[src/rtl/nib_pkg.sv]
package nib_pkg;
  localparam int ADDR_W   = 16;
  localparam int DATA_W   = 8;
  localparam int NIB_W    = 4;
  localparam int NUM_REGS = 4;
  localparam int WIN_LOG2 = 11;
  localparam logic [ADDR_W-1:0] WIN_BASE = 16'h5800;
endpackage

[src/rtl/nib_win_dec.sv]
module nib_win_dec #(
  parameter int ADDR_W   = 16,
  parameter int WIN_LOG2 = 11,
  parameter int SEL_W    = 2,
  parameter logic [ADDR_W-1:0] WIN_BASE = 16'h5800
) (
  input  logic [ADDR_W-1:0] addr_i,
  output logic              in_win_o,
  output logic [SEL_W-1:0]  sel_o
);
  logic unused_mid;

  assign in_win_o   = (addr_i[ADDR_W-1:WIN_LOG2] == WIN_BASE[ADDR_W-1:WIN_LOG2]);
  assign sel_o      = addr_i[SEL_W-1:0];
  // alias bits between selector and window tag are don't-care
  assign unused_mid = ^addr_i[WIN_LOG2-1:SEL_W];
endmodule

[src/rtl/nib_m2_edge.sv]
module nib_m2_edge (
  input  logic clk_i,
  input  logic rst_ni,
  input  logic m2_i,
  output logic fall_o
);
  logic m2_q;

  always_ff @(posedge clk_i or negedge rst_ni) begin
    if (!rst_ni) m2_q <= 1'b0;
    else         m2_q <= m2_i;
  end

  assign fall_o = m2_q & ~m2_i;
endmodule

[src/rtl/nib_bank.sv]
module nib_bank #(
  parameter int NUM_REGS = 4,
  parameter int NIB_W    = 4,
  parameter logic [NIB_W-1:0] INIT_VAL = '1
) (
  input  logic                            clk_i,
  input  logic                            rst_ni,
  input  logic [NUM_REGS-1:0]             we_i,
  input  logic [NIB_W-1:0]                wdata_i,
  output logic [NUM_REGS-1:0][NIB_W-1:0]  q_o
);
  for (genvar g = 0; g < NUM_REGS; g++) begin : g_reg
    always_ff @(posedge clk_i or negedge rst_ni) begin
      if (!rst_ni)     q_o[g] <= INIT_VAL;
      else if (we_i[g]) q_o[g] <= wdata_i;
    end

    assert_write_nibble_R3: assert property (@(posedge clk_i) disable iff (!rst_ni)
      we_i[g] |=> q_o[g] == $past(wdata_i));

    assert_hold_unselected_R3: assert property (@(posedge clk_i) disable iff (!rst_ni)
      !we_i[g] |=> $stable(q_o[g]));
  end

  assert_one_hot_we_R2: assert property (@(posedge clk_i) disable iff (!rst_ni)
    $onehot0(we_i));
endmodule

[src/rtl/nib_scratch.sv]
module nib_scratch
  import nib_pkg::*;
#(
  parameter int ADDR_W_P   = ADDR_W,
  parameter int DATA_W_P   = DATA_W,
  parameter int NIB_W_P    = NIB_W,
  parameter int NUM_REGS_P = NUM_REGS,
  parameter int WIN_LOG2_P = WIN_LOG2,
  parameter logic [ADDR_W_P-1:0] WIN_BASE_P = WIN_BASE
) (
  input  logic                clk_i,
  input  logic                rst_ni,
  input  logic                con_rst_ni,
  input  logic                m2_i,
  input  logic                rw_i,
  input  logic [ADDR_W_P-1:0] addr_i,
  input  logic [DATA_W_P-1:0] wdata_i,
  output logic [NIB_W_P-1:0]  rdata_o,
  output logic                rd_oe_o
);
  localparam int SEL_W = $clog2(NUM_REGS_P);

  logic                                in_win;
  logic [SEL_W-1:0]                    sel;
  logic                                m2_fall;
  logic                                wr_en;
  logic [NUM_REGS_P-1:0]               we_vec;
  logic [NUM_REGS_P-1:0][NIB_W_P-1:0]  regs;
  logic                                unused_hi;

  nib_win_dec #(
    .ADDR_W(ADDR_W_P), .WIN_LOG2(WIN_LOG2_P), .SEL_W(SEL_W), .WIN_BASE(WIN_BASE_P)
  ) u_dec (
    .addr_i(addr_i), .in_win_o(in_win), .sel_o(sel)
  );

  nib_m2_edge u_edge (
    .clk_i(clk_i), .rst_ni(rst_ni), .m2_i(m2_i), .fall_o(m2_fall)
  );

  assign wr_en = m2_fall & ~rw_i & in_win & con_rst_ni;

  for (genvar g = 0; g < NUM_REGS_P; g++) begin : g_we
    assign we_vec[g] = wr_en && (sel == SEL_W'(g));
  end

  nib_bank #(
    .NUM_REGS(NUM_REGS_P), .NIB_W(NIB_W_P), .INIT_VAL('1)
  ) u_bank (
    .clk_i(clk_i), .rst_ni(rst_ni), .we_i(we_vec),
    .wdata_i(wdata_i[NIB_W_P-1:0]), .q_o(regs)
  );

  assign rd_oe_o   = m2_i & rw_i & in_win & con_rst_ni;
  assign rdata_o   = rd_oe_o ? regs[sel] : '0;
  assign unused_hi = ^wdata_i[DATA_W_P-1:NIB_W_P];

  assert_oe_read_only_R5: assert property (@(posedge clk_i) disable iff (!rst_ni)
    rd_oe_o |-> (rw_i && m2_i && addr_i[ADDR_W_P-1:WIN_LOG2_P] == WIN_BASE_P[ADDR_W_P-1:WIN_LOG2_P]));

  assert_console_keep_R7: assert property (@(posedge clk_i) disable iff (!rst_ni)
    !con_rst_ni |=> $stable(regs));

  assert_console_no_oe_R7: assert property (@(posedge clk_i) disable iff (!rst_ni)
    !con_rst_ni |-> !rd_oe_o);
endmodule

[config.mk]
export PLATFORM = sky130hd
export DESIGN_NAME = nib_scratch
export DESIGN_NICKNAME = d
export VERILOG_FILES = /design/src/rtl/nib_pkg.sv /design/src/rtl/nib_win_dec.sv /design/src/rtl/nib_m2_edge.sv /design/src/rtl/nib_bank.sv /design/src/rtl/nib_scratch.sv
export SDC_FILE = /design/constraint.sdc
export NUM_CORES = 1
export LEC_CHECK = 0
export ABC_AREA = 1
export BUFFER_PORTS_ARGS = -buffer_cell sky130_fd_sc_hd__buf_2
export CAP_MARGIN = 30
export CORE_MARGIN = 5
export CORE_UTILIZATION = 48
export DETAILED_ROUTE_END_ITERATION = 8
export PLACE_DENSITY = 0.78
export SYNTH_ARGS = -nofsm -noshare
export SYNTH_HDL_FRONTEND = slang
export SYNTH_SLANG_ARGS = --single-unit
[constraint.sdc]
create_clock -name clk_i -period 1.19 [get_ports clk_i]
set_input_delay 0.238 -clock clk_i [delete_from_list [all_inputs] [get_ports clk_i]]
set_output_delay 0.238 -clock clk_i [all_outputs]
set_load 0.1 [all_outputs]
==> After elaboration in Yosys (flattened, before gate mapping) <==
Cells that the tools add are included.
W data, S select, Z words.
{ "totals": {"mem_bits_ro": 0, "out_inout_bits": 5, "reg_bits": 17, "elab_cells": 27, "ramBits": 0, "latch_bits": 0, "mem_count": 0, "in_bits": 29} }
{ "op_classes": {"magnitude_cmp": 1, "n_eq_ne": 4, "shifts": 0, "mul": 0, "add_sub_neg": 0, "n_div": 0, "bitwise": 9, "n_mux": 3, "n_reduce_logical": 5} }
{ "op_table": {"columns": ["operator", "count"], "rows": [
  ["$bmux W4 S2", 1],
  ["$mux W4", 2],
  ["$and A1 B1 Y1", 7],
  ["$eq A5 B4 Y1 const B", 1],
  ["$eq A2 B2 Y1 const B", 2],
  ["$logic_and A1 B1 Y1", 4],
  ["$lt A2 B3 Y1 const B", 1],
  ["$eq A2 B1 Y1 const B", 1],
  ["$logic_not A2 Y1", 1],
  ["$not A1 Y1", 2]
]} }

==> Longest topological paths before layout <==
{ "depth": {"word_depth": 6, "mapped_depth": 7} }

==> Cells and area by module <==
From an unflattened synthesis, not the netlist that was laid out.
{ "unflattened": {"cells_unflattened": 123, "hier_area_um2": 898.4} }
{ "modules_own_cells": {"columns": ["module", "instances", "area_per_inst_um2", "cells_each"], "rows": [
  ["nib_bank", 1, 615.6, 68],
  ["nib_scratch", 1, 205.2, 45],
  ["nib_win_dec", 1, 42.5, 7],
  ["nib_m2_edge", 1, 35.0, 3]
]} }

==> Least setup slack after synthesis <==
Ideal clock, no wire load.
{ "synth_path": {"kind": "input -> output", "startpoint": "in addr_i[15]", "endpoint": "out rdata_o[0]", "slack_ps": -1073, "cell_stages": 6, "arrival_time_ps": 2025, "required_ps": 952, "cell_sequence": "inv_1 nand3_1 nor2_2 buf_4 nand2_1 nor2_1"} }
{ "synth_between": {"elab_chain_cells": 4} }
{ "synth_rtl": {"columns": ["item", "line", "text"], "rows": [
  ["start: declaration", "nib_scratch.sv:16", "input logic [ADDR_W_P-1:0] addr_i,"],
  ["$eq A5 B4 Y1", "nib_win_dec.sv:13", "assign in_win_o = (addr_i[ADDR_W-1:WIN_LOG2] == WIN_BASE[ADDR_W-1:WIN_LOG2]);"],
  ["$and A1 B1 Y1 (2 in series)", "nib_scratch.sv:54", "assign rd_oe_o = m2_i & rw_i & in_win & con_rst_ni;"],
  ["$mux W4", "nib_scratch.sv:55", "assign rdata_o = rd_oe_o ? regs[sel] : '0;"],
  ["end: declaration", "nib_scratch.sv:18", "output logic [NIB_W_P-1:0] rdata_o,"]
]} }
Every way passes these cells.

==> Final worst setup path <==
{ "layout_path": {"startpoint": "reg u_bank.q_o[3] in the netlist's numbering", "endpoint": "out rdata_o[3]"} }
{ "layout_between": {"elab_chain_cells": 3} }
{ "layout_rtl": {"columns": ["item", "line", "text"], "rows": [
  ["start: declaration", "nib_bank.sv:10", "output logic [NUM_REGS-1:0][NIB_W-1:0] q_o"],
  ["start signal: indexed assignment", "nib_bank.sv:15", "else if (we_i[g]) q_o[g] <= wdata_i;"],
  ["$bmux W4 S2", "nib_scratch.sv:55", null],
  ["$mux W4 (not written as such)", "nib_scratch.sv:55", null],
  ["$mux W4", "nib_scratch.sv:55", null]
]} }
Every way passes these cells. The select of a mux whose other input is x is not followed.

==> reports/metrics.csv <==
metric;value;unit
Root Buffer;clkbuf_4;
gr usage total;19.3;%
routability cong.;0.804;
Tmin final;1.56;ns
Die Width;54.5;µm
first-pass GRT wire length;3980;µm
Detailed Routing Iterations Pass 1;4;
Vias;940;
Final ANT Viol Nets;0;
largest family of logic cells by synthesized area;simple AND/OR/NAND/NOR gates;
outcome;finished, violations left;
Post-Synth Adder-Cell Area;0;%
Placed Area;1280;µm²
Layout area overhead;43.1;%
Ys Warns;0;
Bufs on Longest Clock Path;2;
# fillers;160;
Cell Rows;16;
chip height;54.5;µm
initial antenna violation count;0;
ANT cells;0;
post-synthesis cell count;126;
Final TNS setup;-1.45;ns
Top delay family on crit path;flip-flops;
Avg WL per Cell;12.9;µm
RSZ-0062 raised after global routing;true;
critical path fanouts, max;2;
Crit-path slowest cell;dfstp_2;
Skew-Pair Late Insertion Delay;0.30;ns
area of the multi-input gates;539;µm²
WP data required;0.95;ns
Slew Limit Fails;0;
Worst slew margin;74.9;%
final non-filler cell area;1360;µm²
Setup WS post-layout;-0.369;ns
period utilisation layout;131;%
clk_skew;0.00774;ns
Synthesized Nets;155;
compound-cell area share of the yosys netlist;0;%
Max Cap Viol;0;
CP max stage delay;0.55;ns
Num Clock Sinks;17;
LEAKAGE;0.000618;µW
Residual DRC;0;
worst-path cell chain;nand2_1 > nand2_1 > nor2_2 > nor2_4 > buf_12;
Final setup viols;5;
CP Class;flop to output pin;
clock buffer count from CTS;3;
worst path buffer plus inverter count;1;
Total Routed Length;2340;µm
share of cells above drive strength 1;51.3;%
register bit count reported by yosys;17;
failing checks;negative setup slack;
startpoint types;flop;
synthesized area;952;µm²
Pwr Total;1060;µW
worst-margin pin slew;0.376;ns
Die ar.;2970;µm²
TritonCTS clock tree;yes;
GRT overflow;0;
CTS H-Tree Depth;1;
largest net degree at the start of global routing;21;
Iter 0 DRT Violations;17;
Synth Area per Inst;7.56;µm²
worst min-delay path category;input pin to flop;
vias in the first global route;964;
Synth cell types;13;
Hold Fails Final Rpt;0;
maximum VDD drop;0.754;mV
Cell Pwr Density;779;nW/µm²
post-synthesis xor/xnor area fraction;0;%
I/O Pins;34;
Initial Util;49.5;%
sequential share of the synthesized area;46.8;%
critical path arrival;1.32;ns
HPWL after detailed placement;1750;µm
CP endpoint kind;output pin;
core box area;1920;µm²
fmax;642;MHz
clk slew on worst S/H paths;0.10;ns
mux contribution to synthesized area;0;%
Post-Synth Simple-Gate Area;47.0;%
Final Net Count;184;
Buffers on Ports;20;
Crit path top cell by count;nand2_1;
DR vias/cell;5.19;
FF/Latch Area;445;µm²
==> Yosys cell counts <==
cell	count	area, µm²
dfstp_2	16	420
inv_2	4	15.0
dfrtp_1	1	25.0
nor2_4	2	22.5
nand3_1	2	10.0
nand4_1	16	100
nor2_2	2	12.5
nor2_1	9	33.8
buf_2	2	10.0
nand2_1	61	229
nand3_2	4	40.0
buf_4	2	15.0
inv_1	5	18.8
==> layer usage <==
metal	vias to the layer above	wire [µm]	GRT usage, %
li1	465	-	-
met1	441	1050	22.8
met2	23	1100	31.7
met3	11	96	3.54
met4	0	95	12.9
met5	-	0	0
==> worst register-to-register path, stage by stage (launching register included) <==
cell and delay [ns]:
dfrtp_1 0.34, nand2_1 0.06, nor2_2 0.16, buf_12 0.18
nand3_2 0.12, nand2_1 0.09, nand2_1 0.05
==> registers in the layout, indices dropped and copies added (netlist names) <==
| signal | cells |
|---|---|
| u_edge.m2_q | 1 |
| u_bank.q_o | 16 |
==> worst paths after layout <==
kind,startpoint,endpoint,slack [ns],depth (start not counted)
setup / recovery,u_bank.q_o[3]$_DFFE_PN1P_,rdata_o[3],-0.37,5
hold / removal,m2_i,u_edge.m2_q$_DFF_PN0_,0.08,1
setup reg to reg,u_edge.m2_q$_DFF_PN0_,u_bank.q_o[6]$_DFFE_PN1P_,0.13,6
hold reg to reg,u_bank.q_o[15]$_DFFE_PN1P_,u_bank.q_o[15]$_DFFE_PN1P_,0.47,2
max in group asynchronous,rst_ni,u_bank.q_o[3]$_DFFE_PN1P_,0.49,2
min in group asynchronous,rst_ni,u_edge.m2_q$_DFF_PN0_,0.38,2
==> cells in the final DEF, fill, tap and decap left out <==
master	synthesis	routed
nand3_2	4	4
inv_12	0	1
nand2_1	61	54
buf_6	0	1
nand3_4	0	1
inv_1	5	2
dlygate4sd3_1	0	1
buf_4	2	6
nand2_2	0	6
dfstp_2	16	16
nand4_1	16	16
nand2_8	0	1
nand3_1	2	1
buf_2	2	13
clkinvlp_4	0	1
buf_12	0	6
nor2_2	2	6
clkinv_2	0	1
clkbuf_4	0	3
nor2_4	2	7
buf_8	0	1
dfrtp_1	1	1
inv_2	4	5
==> report_power, final <==
part	switching (µW)	internal [µW]
clock network	186	125
registers	5.19	596
logic	91.7	58.3
==> cells by family after synthesis <==
logic type	after synthesis
flip-flops	17
AND/OR/NAND/NOR	96
buffers and inverters	13
==> metrics by stage <==
stage	std cells	hold slack [ns]	utilization [%]	worst slack, ns
floorplan	126	-0.0576	-	-0.218
detailed placement	175	0.174	66.4	-0.160
global route	181	0.0629	70.9	-0.436
global placement	175	0.172	66.4	-0.154
CTS	180	0.0810	69.9	-0.374
finish	181	0.0843	70.9	-0.369
==> area by class of cell <==
type                            count  area share (%)
Multi-Input combinational cell     96            39.6
Inverter                            9            3.67
Tap cell                           27            2.48
Clock buffer                        3            1.65
Timing Repair Buffer               28            19.6
Sequential cell                    17            32.7
Clock inverter                      1           0.367
==> timing repair <==
| action | 4_1_cts | 5_1_grt |
|---|---|---|
| gates resized for setup | 10 | 5 |
| buffers inserted | 0 | 1 |
| pin swaps | 13 | 3 |
| hold buffers | 1 | 0 |
| cloned | 0 | 0 |
| hold endpoints to repair | 1 | 0 |
| setup endpoints to repair | 5 | 13 |
(Power assumes the default switching activity.)
